File: src/rtl/dlf_pkg.sv
package dlf_pkg;

    typedef enum logic [3:0] {
        ST_IDLE,
        ST_SYNC0,
        ST_SYNC1,
        ST_COUNT,
        ST_CMD,
        ST_ADDR,
        ST_DATA,
        ST_SUM,
        ST_WAIT,
        ST_REPORT
    } fr_state_e;

    localparam logic [7:0] MARK_A    = 8'h07;
    localparam logic [7:0] MARK_B    = 8'h0E;
    localparam logic [7:0] RSP_OK    = 8'h06;
    localparam logic [7:0] OP_ERASE  = 8'h45;
    localparam logic [7:0] OP_VERIFY = 8'h56;

    // verify payload rearrangement: low five bits move up, high three move down
    function automatic logic [7:0] swizzle(input logic [7:0] b);
        return {b[4:0], b[7:5]};
    endfunction

endpackage

File: src/rtl/dlf_payload_buf.sv
module dlf_payload_buf #(
    parameter int DEPTH = 250,
    parameter int IDX_W = 8
) (
    input  logic             clk,
    input  logic             we,
    input  logic [IDX_W-1:0] waddr,
    input  logic [7:0]       wdata,
    input  logic [IDX_W-1:0] raddr,
    output logic [7:0]       rdata
);
    logic [7:0] mem [DEPTH];

    always_ff @(posedge clk) begin
        if (we && ({1'b0, waddr} < (IDX_W+1)'(DEPTH))) begin
            mem[waddr] <= wdata;
        end
    end

    assign rdata = mem[raddr];
endmodule

File: src/rtl/dlf_sum_acc.sv
module dlf_sum_acc (
    input  logic       clk,
    input  logic       rst_n,
    input  logic       clear,
    input  logic       add_en,
    input  logic [7:0] add_byte,
    output logic [7:0] neg_sum
);
    logic [7:0] sum_q;

    always_ff @(posedge clk) begin
        if (!rst_n || clear) begin
            sum_q <= 8'h00;
        end else if (add_en) begin
            sum_q <= sum_q + add_byte;
        end
    end

    assign neg_sum = 8'h00 - sum_q;
endmodule

File: src/rtl/dlf_byte_sel.sv
module dlf_byte_sel
    import dlf_pkg::*;
#(
    parameter int ADDR_W = 32,
    parameter int LEN_W  = 9,
    parameter int AIDX_W = 2
) (
    input  fr_state_e         state,
    input  logic [7:0]        cmd,
    input  logic [ADDR_W-1:0] addr,
    input  logic [LEN_W-1:0]  len,
    input  logic [AIDX_W-1:0] addr_idx,
    input  logic [7:0]        pl_byte,
    input  logic [7:0]        neg_sum,
    output logic [7:0]        byte_out
);
    localparam int ADDR_BYTES = ADDR_W / 8;

    logic [ADDR_W-1:0] addr_sh;
    logic [7:0]        count_b;

    assign addr_sh = addr << (32'(addr_idx) * 8);
    assign count_b = 8'(len + LEN_W'(ADDR_BYTES + 1));

    always_comb begin
        unique case (state)
            ST_SYNC0: byte_out = MARK_A;
            ST_SYNC1: byte_out = MARK_B;
            ST_COUNT: byte_out = count_b;
            ST_CMD:   byte_out = cmd;
            ST_ADDR:  byte_out = addr_sh[ADDR_W-1 -: 8];
            ST_DATA:  byte_out = (cmd == OP_VERIFY) ? swizzle(pl_byte) : pl_byte;
            ST_SUM:   byte_out = neg_sum;
            default:  byte_out = 8'h00;
        endcase
    end
endmodule

File: src/rtl/dl_pkt_framer.sv
module dl_pkt_framer
    import dlf_pkg::*;
#(
    parameter int MAX_PAYLOAD = 250,
    parameter int ADDR_W      = 32,
    localparam int IDX_W      = $clog2(MAX_PAYLOAD),
    localparam int LEN_W      = $clog2(MAX_PAYLOAD + 1) + 1
) (
    input  logic              clk,
    input  logic              rst_n,
    input  logic              buf_we,
    input  logic [IDX_W-1:0]  buf_waddr,
    input  logic [7:0]        buf_wdata,
    input  logic              req_valid,
    output logic              req_ready,
    input  logic [7:0]        req_cmd,
    input  logic [ADDR_W-1:0] req_addr,
    input  logic [LEN_W-1:0]  req_len,
    output logic              out_valid,
    input  logic              out_ready,
    output logic [7:0]        out_data,
    input  logic              rsp_valid,
    input  logic [7:0]        rsp_data,
    output logic              res_valid,
    output logic              res_pass,
    output logic              res_restart,
    output logic              res_reject
);
    localparam int ADDR_BYTES = ADDR_W / 8;
    localparam int AIDX_W     = (ADDR_BYTES > 1) ? $clog2(ADDR_BYTES) : 1;

    fr_state_e state_q, state_d;

    logic [7:0]        cmd_q;
    logic [ADDR_W-1:0] addr_q;
    logic [LEN_W-1:0]  len_q;
    logic [AIDX_W-1:0] addr_idx_q;
    logic [IDX_W-1:0]  data_idx_q;
    logic              pass_q, restart_q, reject_q;

    logic       accept, fire, refuse, addr_last, data_last, summing;
    logic [7:0] pl_byte, neg_sum;

    assign accept    = req_valid && req_ready;
    assign fire      = out_valid && out_ready;
    assign refuse    = (req_len > LEN_W'(MAX_PAYLOAD)) ||
                       ((req_cmd == OP_ERASE) && (req_len != LEN_W'(1)));
    assign addr_last = (addr_idx_q == AIDX_W'(ADDR_BYTES - 1));
    assign data_last = ((LEN_W'(data_idx_q) + LEN_W'(1)) == len_q);
    assign summing   = (state_q == ST_COUNT) || (state_q == ST_CMD) ||
                       (state_q == ST_ADDR)  || (state_q == ST_DATA);

    // state register
    always_ff @(posedge clk) begin
        if (!rst_n) begin
            state_q <= ST_IDLE;
        end else begin
            state_q <= state_d;
        end
    end

    // next-state logic
    always_comb begin
        state_d = state_q;
        unique case (state_q)
            ST_IDLE:   if (accept) state_d = refuse ? ST_REPORT : ST_SYNC0;
            ST_SYNC0:  if (fire) state_d = ST_SYNC1;
            ST_SYNC1:  if (fire) state_d = ST_COUNT;
            ST_COUNT:  if (fire) state_d = ST_CMD;
            ST_CMD:    if (fire) state_d = ST_ADDR;
            ST_ADDR:   if (fire && addr_last)
                           state_d = (len_q == '0) ? ST_SUM : ST_DATA;
            ST_DATA:   if (fire && data_last) state_d = ST_SUM;
            ST_SUM:    if (fire) state_d = ST_WAIT;
            ST_WAIT:   if (rsp_valid) state_d = ST_REPORT;
            ST_REPORT: state_d = ST_IDLE;
            default:   state_d = ST_IDLE;
        endcase
    end

    // request capture, byte counters and response outcome
    always_ff @(posedge clk) begin
        if (!rst_n) begin
            cmd_q      <= '0;
            addr_q     <= '0;
            len_q      <= '0;
            addr_idx_q <= '0;
            data_idx_q <= '0;
            pass_q     <= 1'b0;
            restart_q  <= 1'b0;
            reject_q   <= 1'b0;
        end else begin
            if (accept) begin
                cmd_q      <= req_cmd;
                addr_q     <= req_addr;
                len_q      <= req_len;
                addr_idx_q <= '0;
                data_idx_q <= '0;
                pass_q     <= 1'b0;
                restart_q  <= 1'b0;
                reject_q   <= refuse;
            end
            if (fire && state_q == ST_ADDR) addr_idx_q <= addr_idx_q + AIDX_W'(1);
            if (fire && state_q == ST_DATA) data_idx_q <= data_idx_q + IDX_W'(1);
            if (state_q == ST_WAIT && rsp_valid) begin
                pass_q    <= (rsp_data == RSP_OK);
                restart_q <= (rsp_data != RSP_OK);
            end
        end
    end

    // outputs
    always_comb begin
        req_ready   = (state_q == ST_IDLE);
        out_valid   = 1'b0;
        res_valid   = 1'b0;
        res_pass    = 1'b0;
        res_restart = 1'b0;
        res_reject  = 1'b0;
        unique case (state_q)
            ST_SYNC0, ST_SYNC1, ST_COUNT, ST_CMD,
            ST_ADDR, ST_DATA, ST_SUM: out_valid = 1'b1;
            ST_REPORT: begin
                res_valid   = 1'b1;
                res_pass    = pass_q;
                res_restart = restart_q;
                res_reject  = reject_q;
            end
            default: ;
        endcase
    end

    dlf_payload_buf #(.DEPTH(MAX_PAYLOAD), .IDX_W(IDX_W)) u_buf (
        .clk   (clk),
        .we    (buf_we),
        .waddr (buf_waddr),
        .wdata (buf_wdata),
        .raddr (data_idx_q),
        .rdata (pl_byte)
    );

    dlf_sum_acc u_sum (
        .clk      (clk),
        .rst_n    (rst_n),
        .clear    (accept),
        .add_en   (fire && summing),
        .add_byte (out_data),
        .neg_sum  (neg_sum)
    );

    dlf_byte_sel #(.ADDR_W(ADDR_W), .LEN_W(LEN_W), .AIDX_W(AIDX_W)) u_sel (
        .state    (state_q),
        .cmd      (cmd_q),
        .addr     (addr_q),
        .len      (len_q),
        .addr_idx (addr_idx_q),
        .pl_byte  (pl_byte),
        .neg_sum  (neg_sum),
        .byte_out (out_data)
    );
endmodule

File: config.mk
export PLATFORM = sky130hd
export DESIGN_NAME = dl_pkt_framer
export DESIGN_NICKNAME = d
export VERILOG_FILES = /design/src/rtl/dlf_pkg.sv /design/src/rtl/dlf_payload_buf.sv /design/src/rtl/dlf_sum_acc.sv /design/src/rtl/dlf_byte_sel.sv /design/src/rtl/dl_pkt_framer.sv
export SDC_FILE = /design/constraint.sdc
export NUM_CORES = 2
export LEC_CHECK = 0
export ABC_AREA = 0
export BUFFER_PORTS_ARGS = -buffer_cell sky130_fd_sc_hd__buf_2
export CELL_PAD_IN_SITES_DETAIL_PLACEMENT = 1
export CELL_PAD_IN_SITES_GLOBAL_PLACEMENT = 2
export CORE_ASPECT_RATIO = 0.9
export CORE_UTILIZATION = 40
export DETAILED_ROUTE_END_ITERATION = 6
export GPL_ROUTABILITY_DRIVEN = 1
export GPL_TIMING_DRIVEN = 0
export PLACE_DENSITY_LB_ADDON = 0.1
export SLEW_MARGIN = 30
export SYNTH_ARGS = -nofsm -noshare
export SYNTH_HDL_FRONTEND = slang
export SYNTH_SLANG_ARGS = --single-unit
File: constraint.sdc
create_clock -name clk -period 15 [get_ports clk]
set_input_delay 1.5 -clock clk [delete_from_list [all_inputs] [get_ports clk]]
set_output_delay 1.5 -clock clk [all_outputs]
set_load 0.02 [all_outputs]
# Yosys cells after proc, flatten, opt, wreduce, memory -nomap -nowiden
# Memories as Yosys holds them, arrays and structs flattened. A register that Yosys moved wholly into a read port is not among the register bits.
# Cells that the tools add are included.
# word_totals
memories	1
ff_bits	74
in_bits	79
ram_bits	2000
wordCells	98
# mem_list
memory	depth	word_bits	rd	rd_clocked_by_memory_dff	wr	line_no	text
u_buf.mem	250	8	1	1	1	dlf_payload_buf.sv:12	logic [7:0] mem [DEPTH];
# op_classes
n_lt_le_gt_ge	2
addsub	6
n_mux	30
reduce_logical	23
shifts	1
n_eq_ne	25
# ops
operator	n
$pmux W8 S7	1
$mux W4	10
$mux W8	5
$pmux W4 S9	1
$shl A32 B5 Y32	1
$eq A4 B3 Y1 const B	4
$eq A8 B7 Y1 const B	2
$ne A2 B2 Y1 const B	6
$mux W1	11
$logic_and A1 B1 Y1	10
$add A8 B1 Y9 const B	1
$eq A9 B9 Y1	1
$gt A9 B8 Y1 const B	1
$logic_not A9 Y1	1
$ne A9 B1 Y1 const B	1
$reduce_and A9 Y1	1
$add A8 B1 Y8 const B	1
$add A8 B3 Y8 const B	1
$add A8 B8 Y8	1
$eq A4 B2 Y1 const B	2
$eq A4 B4 Y1 const B	2
$eq A8 B3 Y1 const B	1
$lt A8 B8 Y1 const B	1
$ne A8 B3 Y1 const B	1
other kinds (11)	20

# Longest topological paths before layout
# logic_depth
ltp_word	8
mapped_depth	28

# Cells and area by module
# A second synthesis with hierarchy kept.
# unflattened
cells_unflattened	4027
area_unflattened_um2	82105.0
# by_module_without_submodules
module	seq_area_each_um2	area_each_um2	instances	cells_each
dlf_payload_buf	60057.6	77560.6	1	3465
dl_pkt_framer	1321.3	3006.6	1	384
dlf_sum_acc	160.2	787.0	1	93
dlf_byte_sel	0.0	750.7	1	85

# Worst setup path after synthesis
# No wires, ideal clock.
# synth_path
kind	flip-flop to flip-flop
start	reg (tool-made name)
end	reg u_sum.sum_q[7]
t_arrival_ns	5.164
setup_time_ns	0.116
path_slack_ns	9.720
stages_incl_launch_ff	24
required_time_ns	14.884
synth_period_minus_slack_ns	5.280
path_cell_list	dfxtp_1 -> buf_6 -> buf_6 -> buf_6 -> buf_2 -> buf_2 -> mux4_2 -> mux4_2 -> a211oi_1 -> a21oi_1 -> a22oi_1 -> o211ai_1 -> a22oi_1 -> nand3_1 -> ha_1 -> a21o_1 -> a21oi_1 -> o21bai_1 -> a21oi_1 -> o21ai_0 -> nor3_1 -> a211oi_1 -> and4b_1 -> a31o_2
# synth_rtl
element	line_no	text
end signal: assignment	dlf_sum_acc.sv:15	sum_q <= sum_q + add_byte;
end: declaration	dlf_sum_acc.sv:9	logic [7:0] sum_q;

==> run_results.csv <==
group,metric,value,unit
outcome,run_status,"finished, final reports clean",
critical_path,critical_path.startpoint_type,"register",
clock_tree,cts.repair_timing.setup_buffer_count,0,
drt,detail_route.wl_per_cell,40.2,um
synthesis,post_synthesis_cells,4001,
global_route,initial_antenna_violation_count,21,
pwr,pd_cells,129,mW/mm2
layout,drive_gt1_share,29.6,%
critical_path,crit_path_max_incr_delay,0.91,ns
die,core_area,0.204,mm2
layout,synthToLayoutAreaGrowth,14.8,%
sta,min_period_over_period,61.3,%
critical_path,cp_data_required_time,13.50,ns
global_route,gr-total-overflow,0,
drt,total_iterations_of_the_first_detailed_routing_run,5,
critical_path,setup.worst_path.class,"reg -> out",
synthesis,synth_warnings,0,
placed_design,port_buffers,92,
die,die_height,432,um
global_route,first_pass_grt_wire_length,392000,um
sta,fin_tns_setup,0,ns
synthesis,netlist_cell_types,74,
sta,final_period_minus_worst_setup_slack,9.19,ns
layout,layout.cells.non_filler,7238,
clock_tree,cts_buffer_depth,3,
synthesis,muxShareOfSynthArea,17.1,%
worst_hold_path,hold_path_class,"reg -> reg",
drt,detail_route.drc_violations,0,
synthesis,netlist.top_cell.by_area,"sky130_fd_sc_hd__edfxtp_1",
critical_path,crit_path_cell_trace,"buf_4, buf_6, buf_2, buf_2, buf_2, buf_2, mux4_2, mux4_2, mux2i_2, o21ai_0, a22oi_1, o211ai_1, a22oi_1, nand2_1, buf_2",
critical_path,path_common_cell,"sky130_fd_sc_hd__buf_2",
pwr,leakage_power,28.4,nW
synthesis,synth_top_family_by_area,"multiplexers",
synthesis,post_synth_xor_area_fraction,0.326,%
drt,ant_nets,0,
critical_path,data_arrival_critical_path,7.69,ns
run,max-cap-violations,0,
synthesis,synthDominantCellAreaShare,73.2,%
critical_path,critical_path.n_buffers_inverters,7,
placed_design,gp_congestion,0.880,
die,initial_utilization,40.3,%
clock_tree,tritoncts_num_sinks,2082,
synthesis,synth-adder-area-share,0.207,%
clock_tree,cts.hold.buffers_added,0,
clock_tree,cts_root_buffer,"sky130_fd_sc_hd__clkbuf_16",
synthesis,ys_seq_elements,2082,
drt,wirelength,291000,um
critical_path,critical_path.top_delay_family,"buffers and inverters",
placed_design,hpwl,198000,um
layout,layout.cells.most_common,"sky130_fd_sc_hd__edfxtp_1",
global_route,globalRouteTotalUtil,28.2,%
pwr,power_switching_share,22.4,%
die,number_of_core_rows,157,
sta,final.hold.worst_slack,0.451,ns
sta,fmax,0.109,GHz
drt,drt-initial-drc-count,6173,
synthesis,syn-cell-area,0.0821,mm2
pwr,power.sequential.fraction,52.9,%
synthesis,synthSimpleGateAreaFrac,3.53,%
synthesis,synth_compound_area_share,2.13,%
sta,clock-skew-final,0.0441,ns
drt,route.detailed.vias_per_inst,6.12,
drt,via_count,44308,
pwr,power.share.combinational,4.0,%
clock_tree,clk_transition_reported_paths,0.06,ns
critical_path,rrSetupSlack,6.24,ns
synthesis,count_of_flip_flops_with_a_built_in_enable_after_synthesis,2000,
sta,report.final.setup_viol,0,
clock_tree,worstSkewPairLatency,0.87,ns
synthesis,seq_area_frac_synth,75.2,%
critical_path,cp_slowest_cell,"sky130_fd_sc_hd__buf_2",
synthesis,syn_avg_cell_area,20.5,um2
clock_tree,cts_tree,"done",
placed_design,dp.cells,6837,
synthesis,mappedNetlistNets,4093,
global_route,vias_in_the_first_global_route,43833,
pwr,switching_power,0.00273,W
layout,nFillCells,18569,
sta,unrepaired_setup_endpoints_after_global_routing,"false",
sta,max_slew.worst_pin.slew,1.05,ns
layout,most_frequent_cells_in_the_layout,"2000 x sky130_fd_sc_hd__edfxtp_1, 569 x sky130_fd_sc_hd__mux4_2, 216 x sky130_fd_sc_hd__clkbuf_16, 210 x sky130_fd_sc_hd__nand2_1, 167 x sky130_fd_sc_hd__nor2_1",
clock_tree,clock_tree.htree_level_count,4,
sta,timing.slew.headroom,29.6,%
pwr,internal-power,0.00947,W
critical_path,critical_path.max_fanout,10,
die,dieArea,0.207,mm2
sta,hold_viol_final,0,
pwr,irDropWorstVdd,0.000109,V
synthesis,postSynth.topFlopCell,"sky130_fd_sc_hd__edfxtp_1",
pwr,post-layout-total-power,0.0122,W
clock_tree,cts-buffers-inserted,215,
critical_path,worst_setup_path_end_kind,"output pin",
sta,final-max-slew-violation-count,0,
pwr,power.share.clock,43.2,%
die,floorplan.io_pins,93,
die,die_w,479,um
layout,nets,4443,
clock_tree,post_cts.resized_instances,0,
synthesis,netlist_top_cells_area,"sky130_fd_sc_hd__edfxtp_1 73%, sky130_fd_sc_hd__mux4_2 16%, sky130_fd_sc_hd__dfxtp_1 2.0%",
synthesis,async_flop_share,0,%
global_route,largest_net_degree_at_the_start_of_global_routing,125,
==> worst paths after layout <==
check                                            start                           to  cells past startpoint
worst max-delay path                          register                  out_data[5]                     15
worst min-delay path            addr_q[2]$_SDFFE_PN0P_       addr_q[2]$_SDFFE_PN0P_                      2
worst max register to register                register  u_sum.sum_q[7]$_SDFFE_PP0P_                     23
worst min register to register  addr_q[2]$_SDFFE_PN0P_       addr_q[2]$_SDFFE_PN0P_                      2
==> worst register-to-register path, delay by kind of cell (launching register included) <==
kind / cells / cell delay, ns
and+or+nand+nor: 4 / 0.79
buffers and inverters: 6 / 3.52
adders and majority gates: 1 / 0.36
DFF: 1 / 0.31
AOI/OAI and AO/OA: 9 / 2.09
muxes: 3 / 1.59
==> flip-flops by register name, summed over array words and instances, names as in the netlist, named ones only <==
register     flops
u_buf.mem     2000
addr_q          32
len_q            9
cmd_q            8
data_idx_q       8
u_sum.sum_q      8
state_q          4
addr_idx_q       2
pass_q           1
reject_q         1
restart_q        1
==> layout make-up <==
type,count,area (um2),area share [%]
Sequential cell,2082,61700,65.5
Multi-Input combinational cell,1676,19500,20.7
Clock buffer,283,5700,6.05
Tap cell,2703,3380,3.59
Timing Repair Buffer,133,1520,1.61
Buffer,228,1250,1.32
Clock inverter,116,1060,1.13
Inverter,15,56.3,0.0598
Antenna cell,2,5.00,0.00531
==> per-layer routing <==
metal | GRT usage (%) | vias up | routed length, um
met5 | 0 | - | 13
met4 | 8.13 | 2 | 9410
met3 | 4.46 | 387 | 21200
met2 | 42.1 | 2000 | 130000
met1 | 42.8 | 24680 | 131000
li1 | - | 17239 | -
==> cell families (layout without fill, tap and decap cells) <==
family / Yosys count / in the layout
DFF: 2082 / 2082
AOI/OAI and AO/OA: 268 / 268
buffers and inverters: 243 / 775
xor gates and xnor gates: 29 / 29
adders and majority gates: 13 / 13
other: 0 / 2
muxes: 690 / 690
and+or+nand+nor: 676 / 676
==> per-stage QoR <==
step                      setup WS [ns]  area [um2]  util [%]
after floorplan                    9.72       82100         -
after global placement             5.15       85900      42.2
after detailed placement           6.41       87400      42.9
after CTS                          5.89       94100      46.2
after global routing               5.83       94200      46.2
final                              5.81       94200      46.2
==> power groups by stage <==
| stage | Clock, W | Sequential (W) | Combinational (W) |
|---|---|---|---|
| after floorplan | 0 | 0.00656 | 0.000236 |
| after global placement | 0 | 0.00659 | 0.000459 |
| after detailed placement | 0 | 0.00657 | 0.000485 |
| after CTS | 0.00532 | 0.00645 | 0.000486 |
| after global routing | 0.00552 | 0.00645 | 0.000525 |
| final | 0.00526 | 0.00645 | 0.000483 |
==> synth_stat cells (9+ instances only) <==
| cell | n |
|---|---|
| sky130_fd_sc_hd__a211oi_1 | 14 |
| sky130_fd_sc_hd__xnor2_1 | 19 |
| sky130_fd_sc_hd__buf_4 | 27 |
| sky130_fd_sc_hd__a21oi_1 | 103 |
| sky130_fd_sc_hd__nand2_1 | 210 |
| sky130_fd_sc_hd__nor2_1 | 314 |
| sky130_fd_sc_hd__edfxtp_1 | 2000 |
| sky130_fd_sc_hd__nor2b_1 | 23 |
| sky130_fd_sc_hd__o21ai_0 | 29 |
| sky130_fd_sc_hd__nand3_1 | 36 |
| sky130_fd_sc_hd__buf_2 | 64 |
| sky130_fd_sc_hd__buf_1 | 15 |
| sky130_fd_sc_hd__nand4_1 | 15 |
| sky130_fd_sc_hd__o211ai_1 | 13 |
| sky130_fd_sc_hd__mux2i_1 | 106 |
| sky130_fd_sc_hd__ha_1 | 12 |
| sky130_fd_sc_hd__buf_6 | 16 |
| sky130_fd_sc_hd__and2_1 | 16 |
| sky130_fd_sc_hd__nor3_1 | 16 |
| sky130_fd_sc_hd__mux4_2 | 569 |
| sky130_fd_sc_hd__clkbuf_1 | 105 |
| sky130_fd_sc_hd__inv_1 | 12 |
| sky130_fd_sc_hd__mux2_2 | 15 |
| sky130_fd_sc_hd__a22oi_1 | 42 |
| sky130_fd_sc_hd__dfxtp_1 | 82 |
| sky130_fd_sc_hd__xor2_1 | 9 |
Note: power is estimated with default switching activity, not from simulation.
